**src/rtl/epp_pkg.sv**
```systemverilog
// Shared types for the parallel port cycle engine.
package epp_pkg;
    // Handshake phases of one port cycle.
    typedef enum logic [1:0] {
        PH_IDLE   = 2'd0,
        PH_SETUP  = 2'd1,
        PH_STROBE = 2'd2,
        PH_HOLD   = 2'd3
    } phase_t;
endpackage

```
**src/rtl/epp_sync.sv**
```systemverilog
// Input synchroniser for the asynchronous wait line.
// Assumes STAGES >= 1; output lags the input by STAGES clocks.
module epp_sync #(
    parameter int STAGES = 2
) (
    input  logic clk,
    input  logic rst_n,
    input  logic d,
    output logic q
);
    logic [STAGES-1:0] sr;

    // Shift the sampled line through the flop chain.
    always_ff @(posedge clk) begin
        if (!rst_n) begin
            sr <= '0;
        end else begin
            sr[0] <= d;
            for (int i = 1; i < STAGES; i++) begin
                sr[i] <= sr[i-1];
            end
        end
    end

    assign q = sr[STAGES-1];
endmodule

```
**src/rtl/epp_seq.sv**
```systemverilog
// Strobe/wait handshake sequencer with a per-phase watchdog.
// Assumes wait_s is already synchronised and start only pulses while idle.
module epp_seq
    import epp_pkg::*;
#(
    parameter int DW = 8,
    parameter int TW = 16
) (
    input  logic          clk,
    input  logic          rst_n,
    input  logic          start,
    input  logic          start_rd,
    input  logic          start_sel,
    input  logic [DW-1:0] start_byte,
    input  logic          wait_s,
    input  logic [DW-1:0] port_din,
    input  logic [TW-1:0] tmo_limit,
    output logic          idle,
    output logic          done,
    output logic          cap_valid,
    output logic          cap_sel,
    output logic [DW-1:0] cap_byte,
    output logic          tmo_flag,
    output logic [DW-1:0] port_dout,
    output logic          port_oe,
    output logic          wr_n,
    output logic          addr_stb_n,
    output logic          data_stb_n
);
    phase_t        ph;
    logic          rd_q;
    logic          sel_q;
    logic [DW-1:0] byte_q;
    logic [TW-1:0] cnt;
    logic          tmo_q;
    logic          done_q;
    logic          expired;

    // Watchdog limit reached in the current phase.
    assign expired = (cnt == tmo_limit);

    // Phase progression, watchdog counting and sticky abort flag.
    always_ff @(posedge clk) begin
        if (!rst_n) begin
            ph     <= PH_IDLE;
            rd_q   <= 1'b0;
            sel_q  <= 1'b0;
            byte_q <= '0;
            cnt    <= '0;
            tmo_q  <= 1'b0;
            done_q <= 1'b0;
        end else begin
            done_q <= 1'b0;
            unique case (ph)
                PH_IDLE: begin
                    if (start) begin
                        ph     <= PH_SETUP;
                        rd_q   <= start_rd;
                        sel_q  <= start_sel;
                        byte_q <= start_byte;
                        cnt    <= '0;
                    end
                end
                PH_SETUP: begin
                    if (!wait_s) begin
                        ph  <= PH_STROBE;
                        cnt <= '0;
                    end else if (expired) begin
                        ph     <= PH_IDLE;
                        tmo_q  <= 1'b1;
                        done_q <= 1'b1;
                    end else begin
                        cnt <= cnt + 1'b1;
                    end
                end
                PH_STROBE: begin
                    if (wait_s) begin
                        ph  <= PH_HOLD;
                        cnt <= '0;
                    end else if (expired) begin
                        ph     <= PH_IDLE;
                        tmo_q  <= 1'b1;
                        done_q <= 1'b1;
                    end else begin
                        cnt <= cnt + 1'b1;
                    end
                end
                PH_HOLD: begin
                    if (!wait_s) begin
                        ph     <= PH_IDLE;
                        done_q <= 1'b1;
                    end else if (expired) begin
                        ph     <= PH_IDLE;
                        tmo_q  <= 1'b1;
                        done_q <= 1'b1;
                    end else begin
                        cnt <= cnt + 1'b1;
                    end
                end
                default: ph <= PH_IDLE;
            endcase
        end
    end

    // Pin levels and capture strobe decoded from the current phase.
    always_comb begin
        idle       = (ph == PH_IDLE);
        port_oe    = !idle && !rd_q;
        wr_n       = !( !idle && !rd_q );
        addr_stb_n = !((ph == PH_STROBE) && !sel_q);
        data_stb_n = !((ph == PH_STROBE) &&  sel_q);
        port_dout  = byte_q;
        cap_valid  = (ph == PH_STROBE) && rd_q && wait_s;
        cap_sel    = sel_q;
        cap_byte   = port_din;
        done       = done_q;
        tmo_flag   = tmo_q;
    end
endmodule

```
**src/rtl/epp_regs.sv**
```systemverilog
// Register decode, mode qualification, latches and bus responses.
// Assumes the sequencer accepts start only while idle (guaranteed by req_ready).
module epp_regs #(
    parameter int                DW       = 8,
    parameter int                AW       = 3,
    parameter int                MODE_W   = 3,
    parameter logic [AW-1:0]     ADDR_OFS = 3'd3,
    parameter logic [AW-1:0]     DATA_OFS = 3'd4,
    parameter logic [MODE_W-1:0] EPP_MODE = 3'b100
) (
    input  logic              clk,
    input  logic              rst_n,
    input  logic              req_valid,
    input  logic              req_write,
    input  logic [AW-1:0]     req_addr,
    input  logic [DW-1:0]     req_wdata,
    output logic              req_ready,
    output logic              rsp_valid,
    output logic [DW-1:0]     rsp_rdata,
    input  logic [MODE_W-1:0] mode_sel,
    input  logic              auto_en,
    input  logic              seq_idle,
    input  logic              seq_done,
    input  logic              cap_valid,
    input  logic              cap_sel,
    input  logic [DW-1:0]     cap_byte,
    output logic              start,
    output logic              start_rd,
    output logic              start_sel,
    output logic [DW-1:0]     start_byte
);
    logic [DW-1:0] areg, dreg;
    logic          pend, pend_sel;
    logic          rsp_v;
    logic [DW-1:0] rsp_d;
    logic          accept, hit_a, hit_d, live_mode;
    logic          wr_ok, rd_live, rd_local;

    // Request qualification against offset, mode field and auto bit.
    always_comb begin
        req_ready  = seq_idle && !pend;
        accept     = req_valid && req_ready;
        hit_a      = (req_addr == ADDR_OFS);
        hit_d      = (req_addr == DATA_OFS);
        live_mode  = (mode_sel == EPP_MODE);
        wr_ok      = accept && req_write && (hit_a || hit_d) && live_mode && !auto_en;
        rd_live    = accept && !req_write && (hit_a || hit_d) && live_mode;
        rd_local   = accept && !req_write && !rd_live;
        start      = wr_ok || rd_live;
        start_rd   = rd_live;
        start_sel  = hit_d;
        start_byte = req_wdata;
    end

    // Latch updates, pending live read and response generation.
    always_ff @(posedge clk) begin
        if (!rst_n) begin
            areg     <= '0;
            dreg     <= '0;
            pend     <= 1'b0;
            pend_sel <= 1'b0;
            rsp_v    <= 1'b0;
            rsp_d    <= '0;
        end else begin
            rsp_v <= 1'b0;
            if (wr_ok) begin
                if (hit_d) dreg <= req_wdata;
                else       areg <= req_wdata;
            end
            if (cap_valid) begin
                if (cap_sel) dreg <= cap_byte;
                else         areg <= cap_byte;
            end
            if (rd_live) begin
                pend     <= 1'b1;
                pend_sel <= hit_d;
            end
            if (rd_local) begin
                rsp_v <= 1'b1;
                rsp_d <= hit_a ? areg : (hit_d ? dreg : '0);
            end
            if (pend && seq_done) begin
                pend  <= 1'b0;
                rsp_v <= 1'b1;
                rsp_d <= pend_sel ? dreg : areg;
            end
        end
    end

    assign rsp_valid = rsp_v;
    assign rsp_rdata = rsp_d;
endmodule

```
**src/rtl/epp_host_engine.sv**
```systemverilog
// Top of the parallel port address/data cycle engine.
// Assumes port_wait is asynchronous (synchronised here) and port_din is
// stable while the peripheral holds wait high.
module epp_host_engine #(
    parameter int                DW          = 8,
    parameter int                AW          = 3,
    parameter int                MODE_W      = 3,
    parameter int                TW          = 16,
    parameter int                SYNC_STAGES = 2,
    parameter logic [AW-1:0]     ADDR_OFS    = 3'd3,
    parameter logic [AW-1:0]     DATA_OFS    = 3'd4,
    parameter logic [MODE_W-1:0] EPP_MODE    = 3'b100
) (
    input  logic              clk,
    input  logic              rst_n,
    input  logic              req_valid,
    input  logic              req_write,
    input  logic [AW-1:0]     req_addr,
    input  logic [DW-1:0]     req_wdata,
    output logic              req_ready,
    output logic              rsp_valid,
    output logic [DW-1:0]     rsp_rdata,
    input  logic [MODE_W-1:0] mode_sel,
    input  logic              auto_en,
    input  logic [TW-1:0]     tmo_limit,
    output logic              tmo_sticky,
    output logic              busy,
    output logic [DW-1:0]     port_dout,
    output logic              port_oe,
    input  logic [DW-1:0]     port_din,
    output logic              wr_n,
    output logic              addr_stb_n,
    output logic              data_stb_n,
    input  logic              port_wait
);
    logic          wait_s;
    logic          seq_idle, seq_done;
    logic          cap_valid, cap_sel;
    logic [DW-1:0] cap_byte;
    logic          start, start_rd, start_sel;
    logic [DW-1:0] start_byte;

    epp_sync #(.STAGES(SYNC_STAGES)) u_sync (
        .clk   (clk),
        .rst_n (rst_n),
        .d     (port_wait),
        .q     (wait_s)
    );

    epp_regs #(
        .DW(DW), .AW(AW), .MODE_W(MODE_W),
        .ADDR_OFS(ADDR_OFS), .DATA_OFS(DATA_OFS), .EPP_MODE(EPP_MODE)
    ) u_regs (
        .clk        (clk),
        .rst_n      (rst_n),
        .req_valid  (req_valid),
        .req_write  (req_write),
        .req_addr   (req_addr),
        .req_wdata  (req_wdata),
        .req_ready  (req_ready),
        .rsp_valid  (rsp_valid),
        .rsp_rdata  (rsp_rdata),
        .mode_sel   (mode_sel),
        .auto_en    (auto_en),
        .seq_idle   (seq_idle),
        .seq_done   (seq_done),
        .cap_valid  (cap_valid),
        .cap_sel    (cap_sel),
        .cap_byte   (cap_byte),
        .start      (start),
        .start_rd   (start_rd),
        .start_sel  (start_sel),
        .start_byte (start_byte)
    );

    epp_seq #(.DW(DW), .TW(TW)) u_seq (
        .clk        (clk),
        .rst_n      (rst_n),
        .start      (start),
        .start_rd   (start_rd),
        .start_sel  (start_sel),
        .start_byte (start_byte),
        .wait_s     (wait_s),
        .port_din   (port_din),
        .tmo_limit  (tmo_limit),
        .idle       (seq_idle),
        .done       (seq_done),
        .cap_valid  (cap_valid),
        .cap_sel    (cap_sel),
        .cap_byte   (cap_byte),
        .tmo_flag   (tmo_sticky),
        .port_dout  (port_dout),
        .port_oe    (port_oe),
        .wr_n       (wr_n),
        .addr_stb_n (addr_stb_n),
        .data_stb_n (data_stb_n)
    );

    assign busy = !seq_idle;
endmodule

```
**config.mk**
```make
export PLATFORM = sky130hd
export DESIGN_NAME = epp_host_engine
export DESIGN_NICKNAME = d
export VERILOG_FILES = /design/src/rtl/epp_pkg.sv /design/src/rtl/epp_sync.sv /design/src/rtl/epp_seq.sv /design/src/rtl/epp_regs.sv /design/src/rtl/epp_host_engine.sv
export SDC_FILE = /design/constraint.sdc
export NUM_CORES = 1
export LEC_CHECK = 0
export CAP_MARGIN = 25
export CORE_UTILIZATION = 49
export CTS_CLUSTER_DIAMETER = 50
export DETAILED_ROUTE_END_ITERATION = 8
export PLACE_DENSITY = 0.78
export SETUP_SLACK_MARGIN = 0.05
export SLEW_MARGIN = 40
export SYNTH_ARGS = -nofsm -noshare
export SYNTH_HDL_FRONTEND = slang
export SYNTH_HIERARCHICAL = 1
export SYNTH_SLANG_ARGS = --single-unit
```
**constraint.sdc**
```tcl
create_clock -name clk -period 4.46 [get_ports clk]
set_clock_uncertainty 0.2 [all_clocks]
set_input_delay 0.892 -clock clk [delete_from_list [all_inputs] [get_ports clk]]
set_output_delay 0.892 -clock clk [all_outputs]
set_load 0.01 [all_outputs]
```
==> summary.md <==
| Metric | Value |
|---|---|
| Fin Hold WS | 0.234 ns |
| Worst setup slack after placement | 0.0540 ns |
| GPL Wtd Cong | 0.848 |
| Starting density of the core | 51.1% |
| Max-slew headroom | 45.7% |
| Maximum number of pins on one net before global-route repair | 38 |
| Sequential share of the synthesized area | about two fifths |
| R2r endpoint | u_seq/cnt[14] |
| FF-to-FF Start | u_seq/ph[0] |
| Global-route usage over all layers | 25.1% |
| Count of final hold-check violations | 0 |
| Post-synthesis mux area share | 5.88% |
| Vias/cell | 5.86 |
| H-tree Lvls | 3 |
| Share of cells above drive strength 1 | 7.16% |
| DIE WIDTH | 81.0 um |
| Syn. warnings | 6 |
| Dpl cells | 464 |
| Post-CTS setup repair buffer count | 0 |
| Vias in the first global route | ~2600 |
| Hold_sp | u_sync/sr[0] |
| PwrDens | 321 mW/mm^2 |
| CP required | 4.53 ns |
| Static leakage | 1.26 nW |
| IO Count | 68 |
| Most used DFF post-synth | dfxtp_1 |
| CTS tree | yes |
| Unique masters post-synth | 44 |
| CP Data Arrival Time | 4.19 ns |
| Tcrit/Tclk final | 92.3% |
| Post-Synth Adder-Cell Area | less than 1% |
| Min-Delay Endpoint | u_sync/sr[1] |
| N_diodes | 0 |
| PortBufs | 67 |
| Clock transition at the registers of the reported paths | 0.07 ns |
| Vias post-DR | 2812 |
| Gr ovfl total | 0 |
| Synthesized Nets | 395 |
| Full die area | 0.00657 mm^2 |
| CTS resizes | 0 |
| Worst-Margin Slew | 0.809 ns |
| CP endpoint kind | flip-flop |
| Clock sinks | 59 |
| Critical path class | primary input to flip-flop |
| Yosys reg bits | around 60 |
| Total CTS buffers | 9 |
| Synth Area in Compound Gates | 21.9% |
| Num rows | 28 |
| Initial drt markers | 171 |
| Area growth, synth to finish | 27.9% |
| Fin. max-slew vios | 0 |
| Commonest non-fill, non-tap cells in the layout | clkdlybuf4s50_1 (67), dfxtp_1 (59), nand2_1 (37) |
| Worst vdd ir | 202 uV |
| Post-synth ARST share | 0% |
| Fmax achieved | 243 MHz |
| Outcome | finished clean |
| # hold bufs at CTS | 0 |
| Syn Area/Cell | 8.75 um^2 |
| Setup TNS | 0 ns |
| Max cap viols | 0 |
| Syn Inst Count | 350 |
| Fin util | 65.4% |
| Largest family of logic cells by synthesized area | compound AO/OA/AOI/OAI gates |
| Core area | 0.00599 mm^2 |
| Tmin final | 4.12 ns |
| Hold Crit Class | flip-flop to flip-flop |
| Root buf cell | clkbuf_8 |
| Post-synth EDFFs | 0 |
| # nets final | around 450 |
| Fill cells | 505 |
| Routed len/inst | 15.8 um |
| Max Fanout on Critical Path | 13 |
| CP startpoint kind | primary input |
| WHS Path Cells | 1 |
| Most common cell after layout, fill and taps aside | clkdlybuf4s50_1 |
| Internal reg-to-reg setup slack | 0.86 ns |
| Post-DRT Antenna Nets | 0 |
| DRT Wirelength | 7570 um |
| Post-DP HPWL | between 5000 and 6000 um |
| Clock buffer depth | 2 |
| Simple-Gate Fraction of Synth Area | between 20 and 25% |
| Setup violations, final | 0 |
| Fin cells | 480 |
| Die Y | between 80 and 90 um |
| Drt pass-1 iters | 5 |
| Initial antenna violation count | 0 |
| RSZ-0062 raised after global routing | no |
| Mapped Area | 0.00306 mm^2 |
| First-pass GRT wire length | approximately 12000 um |
| Clock latency on the worst-skew pair | ~0.34 ns |
| Final setup margin | 0.341 ns |
| Drc violations | 0 |
| Cell count of the worst reg-to-reg path | 8 |
| Post-synthesis xor/xnor area fraction | 4.58% |
sequential cells by signal (all words and copies together), names as in the netlist:
register / count
u_regs/rsp_rdata: 8
u_seq/cap_sel: 1
u_regs/areg: 8
u_regs/pend: 1
u_seq/tmo_flag: 1
u_regs/pend_sel: 1
u_seq/ph: 2
u_regs/dreg: 8
u_seq/done: 1
u_seq/port_dout: 8
u_seq/rd_q: 1
u_regs/rsp_valid: 1
u_sync/sr: 2
u_seq/cnt: 16
routing by layer:
metal / routed length, um / vias up / track usage [%]
li1: - / 1377 / -
met5: 0 / - / 0
met4: 78 / 0 / 7.50
met2: 3400 / 100 / 37.6
met3: 614 / 9 / 8.09
met1: 3480 / 1326 / 34.1
cell usage after synthesis, drive strengths merged, types with 8 or more instances:
cell type  instances  share of area, %
clkbuf            10               1.2
nand4              8               1.6
a221oi             8               2.3
or4               10               2.5
mux2i             18               5.9
a21boi            11               2.7
a22oi              8               2.0
dfxtp             59                39
xnor2             16               4.6
a21oi             35               5.7
o31ai             10               2.5
nand2             37               4.5
buf               21               4.9
o21ai             25               4.1
nor2              10               1.2
where the power goes:
group	internal [W]	switching, W
Clock	0.000386	0.000224
Sequential	0.000534	0.00000470
Combinational	0.0000625	0.0000453
worst max-delay path, cell delays in order:
cell and delay, ns:
clkdlybuf4s50_1 0.48, or3b_4 0.42, inv_2 0.09, o21ai_1 0.11, a211oi_1 0.58, nor3_2 0.14
a21o_1 0.32, or3_1 0.56, or4_1 0.46, a21oi_1 0.15
layout make-up:
type	instances	area (um^2)	area share (%)
repair buffers	70	693	17.7
well taps	75	93.8	2.40
clock buffers	10	138	3.52
flip-flops and latches	59	1180	30.2
clock inverters	6	113	2.88
inverters	6	22.5	0.575
multi-input cells	254	1670	42.8
stage by stage:
stage	instance area [um^2]	power [W]
after floorplan	3060	0.000601
after global placement	3660	0.000656
after detailed placement	3660	0.000657
after CTS	3910	0.00126
after global routing	3920	0.00130
final	3920	0.00126
cell families after synthesis:
logic type      Yosys count
compound gates          108
simple gates            110
buf+inv                  37
flops                    59
fa+ha+maj                 2
mux                      18
xor+xnor                 16
worst max-delay path by stage:
stage	start	cells after the start	endpoint
finish	req_addr[2]	10	u_seq/cnt[14]
global route	req_addr[2]	10	u_seq/cnt[14]
CTS	req_addr[2]	10	u_seq/cnt[14]
detailed placement	req_addr[2]	10	u_seq/cnt[10]
global placement	req_addr[2]	10	u_seq/cnt[12]
floorplan	req_addr[1]	10	u_seq/cnt[10]
(Power assumes the default switching activity.)
